<file path="src/rtl/supv_pkg.sv">
package supv_pkg;

  // Conditions reported by the datapath to the control
  typedef struct packed {
    logic pgOk;      // synchronized supply-good
    logic mrQual;    // manual reset held low long enough
    logic wdExpire;  // watchdog reached its last count with no kick
    logic kickEdge;  // an edge of the kick pin was detected
    logic toDone;    // quiet timeout has run to its end
  } supv_stat_t;

  // Strobes from the control to the datapath
  typedef struct packed {
    logic toReload;  // restart the quiet timeout
    logic wdClear;   // clear the watchdog counter
  } supv_strb_t;

endpackage

</file>
<file path="src/rtl/supv_sync.sv">
module supv_sync #(
  parameter int   STAGES  = 2,
  parameter logic RST_VAL = 1'b0
) (
  input  logic clk,
  input  logic arstN,
  input  logic d,
  output logic q
);
  logic [STAGES-1:0] chain;

  always_ff @(posedge clk or negedge arstN) begin
    if (!arstN) chain <= {STAGES{RST_VAL}};
    else        chain <= {chain[STAGES-2:0], d};
  end

  assign q = chain[STAGES-1];
endmodule

</file>
<file path="src/rtl/supv_datapath.sv">
module supv_datapath import supv_pkg::*; #(
  parameter int RST_CYCLES     = 26_250_000,
  parameter int WD_CYCLES      = 220_000_000,
  parameter int MR_FILT_CYCLES = 32
) (
  input  logic       clk,
  input  logic       powerGood,
  input  logic       manRstN,
  input  logic       wdKick,
  input  supv_strb_t strb,
  output supv_stat_t stat
);
  localparam int TO_W = $clog2(RST_CYCLES + 1);
  localparam int WD_W = $clog2(WD_CYCLES + 1);
  localparam int MR_W = $clog2(MR_FILT_CYCLES + 1);
  localparam logic [TO_W-1:0] TO_LAST = TO_W'(RST_CYCLES - 1);
  localparam logic [WD_W-1:0] WD_LAST = WD_W'(WD_CYCLES - 1);
  localparam logic [MR_W-1:0] MR_FULL = MR_W'(MR_FILT_CYCLES);

  logic pgSync, mrSync, kickSync, kickLast;
  logic [MR_W-1:0] mrLowCnt;
  logic [WD_W-1:0] wdCnt;
  logic [TO_W-1:0] toCnt;

  // Reset synchronizer for the supply flag: asserts at once, releases after two edges
  supv_sync #(.STAGES(2), .RST_VAL(1'b0)) uPgSync (
    .clk(clk), .arstN(powerGood), .d(1'b1), .q(pgSync));

  supv_sync #(.STAGES(2), .RST_VAL(1'b1)) uMrSync (
    .clk(clk), .arstN(powerGood), .d(manRstN), .q(mrSync));

  supv_sync #(.STAGES(2), .RST_VAL(1'b0)) uKickSync (
    .clk(clk), .arstN(powerGood), .d(wdKick), .q(kickSync));

  always_ff @(posedge clk or negedge powerGood) begin
    if (!powerGood) begin
      kickLast <= 1'b0;
      mrLowCnt <= '0;
      wdCnt    <= '0;
      toCnt    <= '0;
    end else begin
      kickLast <= kickSync;
      // Glitch filter: count consecutive low samples, saturate at the limit
      if (mrSync)                 mrLowCnt <= '0;
      else if (mrLowCnt != MR_FULL) mrLowCnt <= mrLowCnt + 1'b1;
      // Watchdog interval
      if (strb.wdClear) wdCnt <= '0;
      else              wdCnt <= wdCnt + 1'b1;
      // Quiet timeout, saturating at its last count
      if (strb.toReload)        toCnt <= '0;
      else if (toCnt != TO_LAST) toCnt <= toCnt + 1'b1;
    end
  end

  always_comb begin
    stat.pgOk     = pgSync;
    stat.mrQual   = (mrLowCnt == MR_FULL);
    stat.kickEdge = kickSync ^ kickLast;
    stat.wdExpire = (wdCnt == WD_LAST) && !stat.kickEdge;
    stat.toDone   = (toCnt == TO_LAST);
  end
endmodule

</file>
<file path="src/rtl/supv_control.sv">
module supv_control import supv_pkg::*; (
  input  logic       clk,
  input  logic       powerGood,
  input  logic       wdEnable,
  input  supv_stat_t stat,
  output supv_strb_t strb,
  output logic       rstAct
);
  logic cause;

  always_comb begin
    cause         = !stat.pgOk || stat.mrQual || stat.wdExpire;
    strb.toReload = cause;
    // Watchdog is held cleared while reset is pending or active, or while disabled
    strb.wdClear  = rstAct || cause || !wdEnable || stat.kickEdge;
  end

  always_ff @(posedge clk or negedge powerGood) begin
    if (!powerGood)       rstAct <= 1'b1;
    else if (cause)       rstAct <= 1'b1;
    else if (stat.toDone) rstAct <= 1'b0;
  end
endmodule

</file>
<file path="src/rtl/supv_reset_ctrl.sv">
module supv_reset_ctrl import supv_pkg::*; #(
  parameter int RST_CYCLES     = 26_250_000,
  parameter int WD_CYCLES      = 220_000_000,
  parameter int MR_FILT_CYCLES = 32
) (
  input  logic clk,
  input  logic powerGood,
  input  logic manRstN,
  input  logic wdKick,
  input  logic wdEnable,
  output logic rstOutN,
  output logic rstOut
);
  supv_stat_t stat;
  supv_strb_t strb;
  logic       rstAct;

  supv_datapath #(
    .RST_CYCLES(RST_CYCLES), .WD_CYCLES(WD_CYCLES), .MR_FILT_CYCLES(MR_FILT_CYCLES)
  ) uDatapath (
    .clk(clk), .powerGood(powerGood), .manRstN(manRstN), .wdKick(wdKick),
    .strb(strb), .stat(stat));

  supv_control uControl (
    .clk(clk), .powerGood(powerGood), .wdEnable(wdEnable),
    .stat(stat), .strb(strb), .rstAct(rstAct));

  assign rstOut  = rstAct;
  assign rstOutN = ~rstAct;
endmodule

</file>
<file path="config.mk">
export PLATFORM = sky130hd
export DESIGN_NAME = supv_reset_ctrl
export DESIGN_NICKNAME = d
export VERILOG_FILES = /design/src/rtl/supv_pkg.sv /design/src/rtl/supv_sync.sv /design/src/rtl/supv_datapath.sv /design/src/rtl/supv_control.sv /design/src/rtl/supv_reset_ctrl.sv
export SDC_FILE = /design/constraint.sdc
export NUM_CORES = 1
export LEC_CHECK = 0
export ABC_AREA = 1
export BUFFER_PORTS_ARGS = -buffer_cell sky130_fd_sc_hd__buf_2
export CAP_MARGIN = 10
export CORE_MARGIN = 2
export CORE_UTILIZATION = 55
export CTS_BUF_LIST = sky130_fd_sc_hd__clkbuf_8
export DETAILED_ROUTE_END_ITERATION = 8
export HOLD_SLACK_MARGIN = 0.08
export MAX_ROUTING_LAYER = met4
export PLACE_DENSITY = 0.83
export SYNTH_ARGS = -nofsm -noshare
export SYNTH_HDL_FRONTEND = slang
export SYNTH_SLANG_ARGS = --single-unit
</file>
<file path="constraint.sdc">
create_clock -name clk -period 1.5 [get_ports clk]
set_clock_uncertainty 0.1 [all_clocks]
set_input_delay 0.3 -clock clk [delete_from_list [all_inputs] [get_ports clk]]
set_output_delay 0.3 -clock clk [all_outputs]
set_load 0.01 [all_outputs]
</file>
After elaboration in Yosys (flattened, before gate mapping)
Index checks and enable logic that the tools add are counted.
- word-level logic and storage cells: 37
- output and inout bits: 2
- register bits after elaboration: 67
- memories: 0
- latch bits: 0
- memory bits (writable): 0
- ROM bits: 0
- input port bits: 5
- $lt $le $gt $ge: 0
- bitwise gates (word level): 2
- divide/modulo/power cells: 0
- shifts and indexed selects: 0
- $add $sub $neg: 3
- equality and inequality tests: 5
- mux-type cells: 7
- $mul: 0
- reduce and logical (&&, ||, !) cells: 12
- operators with widths (operator ; count):
    $mux 25 ; 2
    $add 28x1->28 const B ; 1
    $eq 28x28->1 const B ; 1
    $mux 28 ; 1
    $add 25x1->25 const B ; 1
    $eq 25x25->1 const B ; 1
    $ne 25x25->1 const B ; 1
    $mux 6 ; 2
    $add 6x1->6 const B ; 1
    $eq 6x6->1 const B ; 1
    $ne 6x6->1 const B ; 1
    $reduce_bool 2->1 ; 3
    $logic_or 1x1->1 ; 5
    $logic_not 1->1 ; 3
    $mux 1 ; 2
    $logic_and 1x1->1 ; 1
    $not 1->1 ; 1
    $xor 1x1->1 ; 1

Logic depth before layout (Yosys ltp)
- depth in word-level cells: 8
- mapped depth: 11
- mapped depth without buffers: 10

Hierarchy
From an unflattened synthesis, not the netlist that was laid out.
- cell total of the unflattened synthesis: 561
- area, all modules: 3868.7 um2
- by module, submodules not included (module ; seq. area each (um2) ; area an instance (um2) ; times used ; cells an instance):
    supv_datapath ; 1501.4 ; 3638.5 ; 1 ; 542
    supv_sync at uDatapath.uKickSync ... ; 50.0 ; 50.0 ; 2 ; 2
    supv_control ; 26.3 ; 73.8 ; 1 ; 12
    supv_sync at uDatapath.uMrSync ; 52.6 ; 52.6 ; 1 ; 2
    supv_reset_ctrl ; 0.0 ; 3.8 ; 1 ; 1

Worst setup path before layout
OpenSTA, ideal clock, no wires.
- path type: register to register
- start: reg uDatapath.wdCnt[0]
- end: reg uDatapath.toCnt[2]
- data required time: 1283 ps
- clock period less this slack: 1630 ps
- stages on the path, launching flop included: 12
- buffers on the path: 1
- library setup time: 117 ps
- data arrival time: 1414 ps
- slack: -130 ps
- cells stage by stage: dfrtp_1 -> ha_1 -> nand2_2 -> nor2_4 -> nand2_4 -> nor2_4 -> nand2_4 -> nand2_4 -> buf_12 -> inv_4 -> nand2_2 -> nand2_1
- longest elaborated chain between the ends: 4
- elaborated cells between the ends (all ways): 5
- classes of those cells: 1 x eq/ne; 1 x mux; 3 x reduce/logical
- ends and longest elaborated chain (what ; line ; text):
    from (decl) ; supv_datapath.sv:22 ; logic [WD_W-1:0] wdCnt;
    from (signal assigned) ; supv_datapath.sv:48 ; else wdCnt <= wdCnt + 1'b1;
    $eq 28x28->1 * ; supv_datapath.sv:59 ; stat.wdExpire = (wdCnt == WD_LAST) && !stat.kickEdge;
    $logic_and 1x1->1 * ; supv_datapath.sv:59 ;
    $logic_or 1x1->1 * ; supv_control.sv:12 ; cause = !stat.pgOk || stat.mrQual || stat.wdExpire;
    $mux 25 or $reduce_bool 2->1 (tied branches) ; -- ;
    to (signal assigned) ; supv_datapath.sv:51 ; else if (toCnt != TO_LAST) toCnt <= toCnt + 1'b1;
    to (decl) ; supv_datapath.sv:23 ; logic [TO_W-1:0] toCnt;
Every way passes the cells marked *; elsewhere a longest branch is shown, timed or not.
A chain may end at the register's enable or synchronous reset.

Worst setup path in the final report
- start: reg uDatapath.toCnt[1]
- end: reg uDatapath.toCnt[12]
- longest elaborated chain between the ends: 3
- elaborated cells between the ends (all ways): 5
- classes of those cells: 1 x add/sub; 1 x eq/ne; 2 x mux; 1 x reduce/logical
- ends and longest elaborated chain (what ; line ; text):
    $add 25x1->25 ; supv_datapath.sv:51 ;
    $mux 25 ; supv_datapath.sv:51 ;
    $mux 25 ; supv_datapath.sv:50 ; if (strb.toReload) toCnt <= '0;
Several ways; a longest one is shown, not always the timed one. The select of a mux whose other input is x is not followed.

==> flow_summary.ini <==
[outcome]
status = finished with violations
violations = negative setup slack

[pwr]
powerDensity_nw_per_um2 = 680.8
vdd_drop_max_mv = 0.4937
power_leakage_nw = 2.273

[drt]
wirelength_mm = 11.87
avgRoutedWirePerCell_um = 15.70
via_per_inst = 5.574
drt_iter0_markers = 488
wl_met2_mm = 5.727
vias = 4214
firstDrtPassIters = 5
ant_nets = 0
dr_wl_met3_um = 954
top_layer_used = met4
drcViolationCount = 0
wl_met1_mm = 4.664

[synthesis]
ys_warn_count = 0
synth_area_um2 = 3964
synthArstFlopShare_pct = 100.0
ys_seq_elements = 67
yosysTopAreaCellShare_pct = 40.40
synth.area.top_cells = dfrtp_1 (40%), nand2_1 (15%), nor2_1 (15%)
synth_most_common_cell = nand2_1
syn_area_per_cell_um2 = 6.942
synth.distinct_cells = 30
synthFlopType = dfrtp_1
yosys.area.top_type = dfrtp_1
yosysSeqAreaShare_pct = 42.39
syn-instance-count = 571
syn_nets = 580
synth-edff-count = 0
yosys-top-cells-count = nand2_1 (162), nor2_1 (154), inv_1 (65)

[die]
chipHeight_um = 88.90
start_util_pct = 57.70
placementRows = 30
dieArea_um2 = 7902
die_w_um = 88.90
core_um2 = 6869
boundaryPins = 7

[setup_path]
start_kind = flop
worst_setup_path_end_kind = flop
crit_type = flop to flop
crit_fanout = 4
regToRegEndpoint = uDatapath.toCnt[12]
cp_data_required_time_ps = 1650
regToRegStartpoint = uDatapath.toCnt[1]
arrival_ps = 1810
ff2ff_setup_slack_ps = -160
rr_worst_depth = 6

[timing]
fin_hold_ws_ps = 264.1
setup_ws_ps = -163.2
fmax_mhz = 601.3
fin_crit_sh_pct = 110.9
slew_violations = 0
finalCriticalPeriod_ps = 1663
setup_viol = 54
grt_setup_unrepaired = yes
hold_viol = 0

[place]
routabilityCongestion = 0.9466
placedCellCount = 719
dpl_cell_area_um2 = 4482
dp_hpwl_mm = 7.243
port_buffers = 6

[global_routing]
grt_pass1_wl_mm = 17.19
overflow = 0
grt_pass1_vias = 3862
antenna_found_initial = 0
grt_util_all_layers_pct = 29.58
grt_max_degree = 37

[clocking]
root_buffer = clkbuf_8
clockBufferDepth = 2
clock-sinks = 67
htreeDepth = 3
path_clk_slew_ps = 80
cts_buffers = 9
cts_tree = yes
insertion_delay_ps = 370

[layout]
multi_input_area_um2 = 2381
n_antenna_cell = 0
final_cell_area_um2 = 5343
ff_latch_area_um2 = 1683
fill_cells = 433
drive_gt1_share_pct = 29.85
final_cells = 756
nets = 664
synthToLayoutAreaGrowth_pct = 34.79

[min_path]
min-delay-start = uDatapath.uPgSync.chain[0]
worstHoldPathCells = 0
hold_class = flop to flop
min_to = uDatapath.uPgSync.chain[1]

[run]
drv_cap = 0
==> where the power goes <==
part           switching, mW  leakage (nW)  internal, mW
registers             0.0173         0.906          1.83
clock network          0.786         0.104         0.779
logic                  0.129          1.26        0.0967
==> worst max-delay path: stages (launching register included) <==
cell,delay (ps)
dfrtp_1,410
ha_2,240
nand3_4,110
buf_4,170
nor2_1,180
xor2_1,280
nor2_4,60
==> flip-flops by register name, indices dropped and copies added, names as in the netlist <==
| register | cells |
|---|---|
| uControl.rstAct | 1 |
| uDatapath.uMrSync.chain | 2 |
| uDatapath.kickLast | 1 |
| uDatapath.uKickSync.chain | 2 |
| uDatapath.mrLowCnt | 6 |
| uDatapath.toCnt | 25 |
| uDatapath.uPgSync.chain | 2 |
| uDatapath.wdCnt | 28 |
==> metrics by stage <==
stage               utilization (%)  setup WS, ps  TNS (ps)  total power, mW
floorplan                         -        -110.1     -3378            1.939
global placement              65.25        -38.41    -954.8            2.022
detailed placement            65.25        -162.6     -4985            2.032
CTS                           73.02        -106.8     -2972            3.614
global route                  77.78        -250.8    -11460            3.741
finish                        77.78        -163.2     -6899            3.637
==> timing repair <==
action	in CTS	in global routing
buffers inserted	9	8
endpoints found under the setup margin	55	55
gates resized for setup	59	74
hold buffers	3	0
pin swaps	16	23
hold endpoints to repair	66	0
gates cloned	2	1
==> how the worst max path moves through the flow <==
stage	depth (start not counted)	endpoint	slack [ps]	start
finish	6	uDatapath.toCnt[12]	-160	uDatapath.toCnt[1]
global route	9	uDatapath.wdCnt[24]	-250	uDatapath.wdCnt[11]
detailed placement	9	uDatapath.toCnt[14]	-160	uDatapath.mrLowCnt[0]
floorplan	11	uDatapath.toCnt[2]	-110	uDatapath.wdCnt[0]
global placement	9	uDatapath.toCnt[7]	-40	uDatapath.mrLowCnt[0]
CTS	10	uDatapath.toCnt[15]	-110	uDatapath.wdCnt[1]
==> kinds of logic (layout without fill, tap and decap cells) <==
group | Yosys count | in the layout | synth area share (%)
compound gates | 13 | 13 | 1.768
flops | 67 | 67 | 42.39
other cells | 1 | 1 | 0.09461
buf+inv | 71 | 160 | 7.670
fa+ha+maj | 4 | 4 | 1.263
xor+xnor | 23 | 23 | 5.082
simple gates | 392 | 392 | 41.73
==> area by class of cell <==
type	instances	share of cell area (%)
multi-input combinational	433	44.57
timing repair buffer	77	12.90
clock buffer	9	2.319
sequential	67	31.50
clock inverter	7	1.405
inverter	67	5.059
tap	96	2.248
==> routing by layer <==
metal	track usage, %	vias up
li1	-	1922
met1	36.46	1957
met2	47.90	268
met3	5.725	67
met4	11.98	0
met5	-	-
==> cells in the final DEF (no fill, tap or decap), types with 12 or more instances in the layout <==
cell type and count:
buf_4 57, dfrtp_1 62, inv_1 58, nand2_1 150
nand2_2 12, nand3_1 36, nor2_1 103, nor2_2 32
nor2_4 25, xor2_1 13
Note: power is estimated with default switching activity, not from simulation.
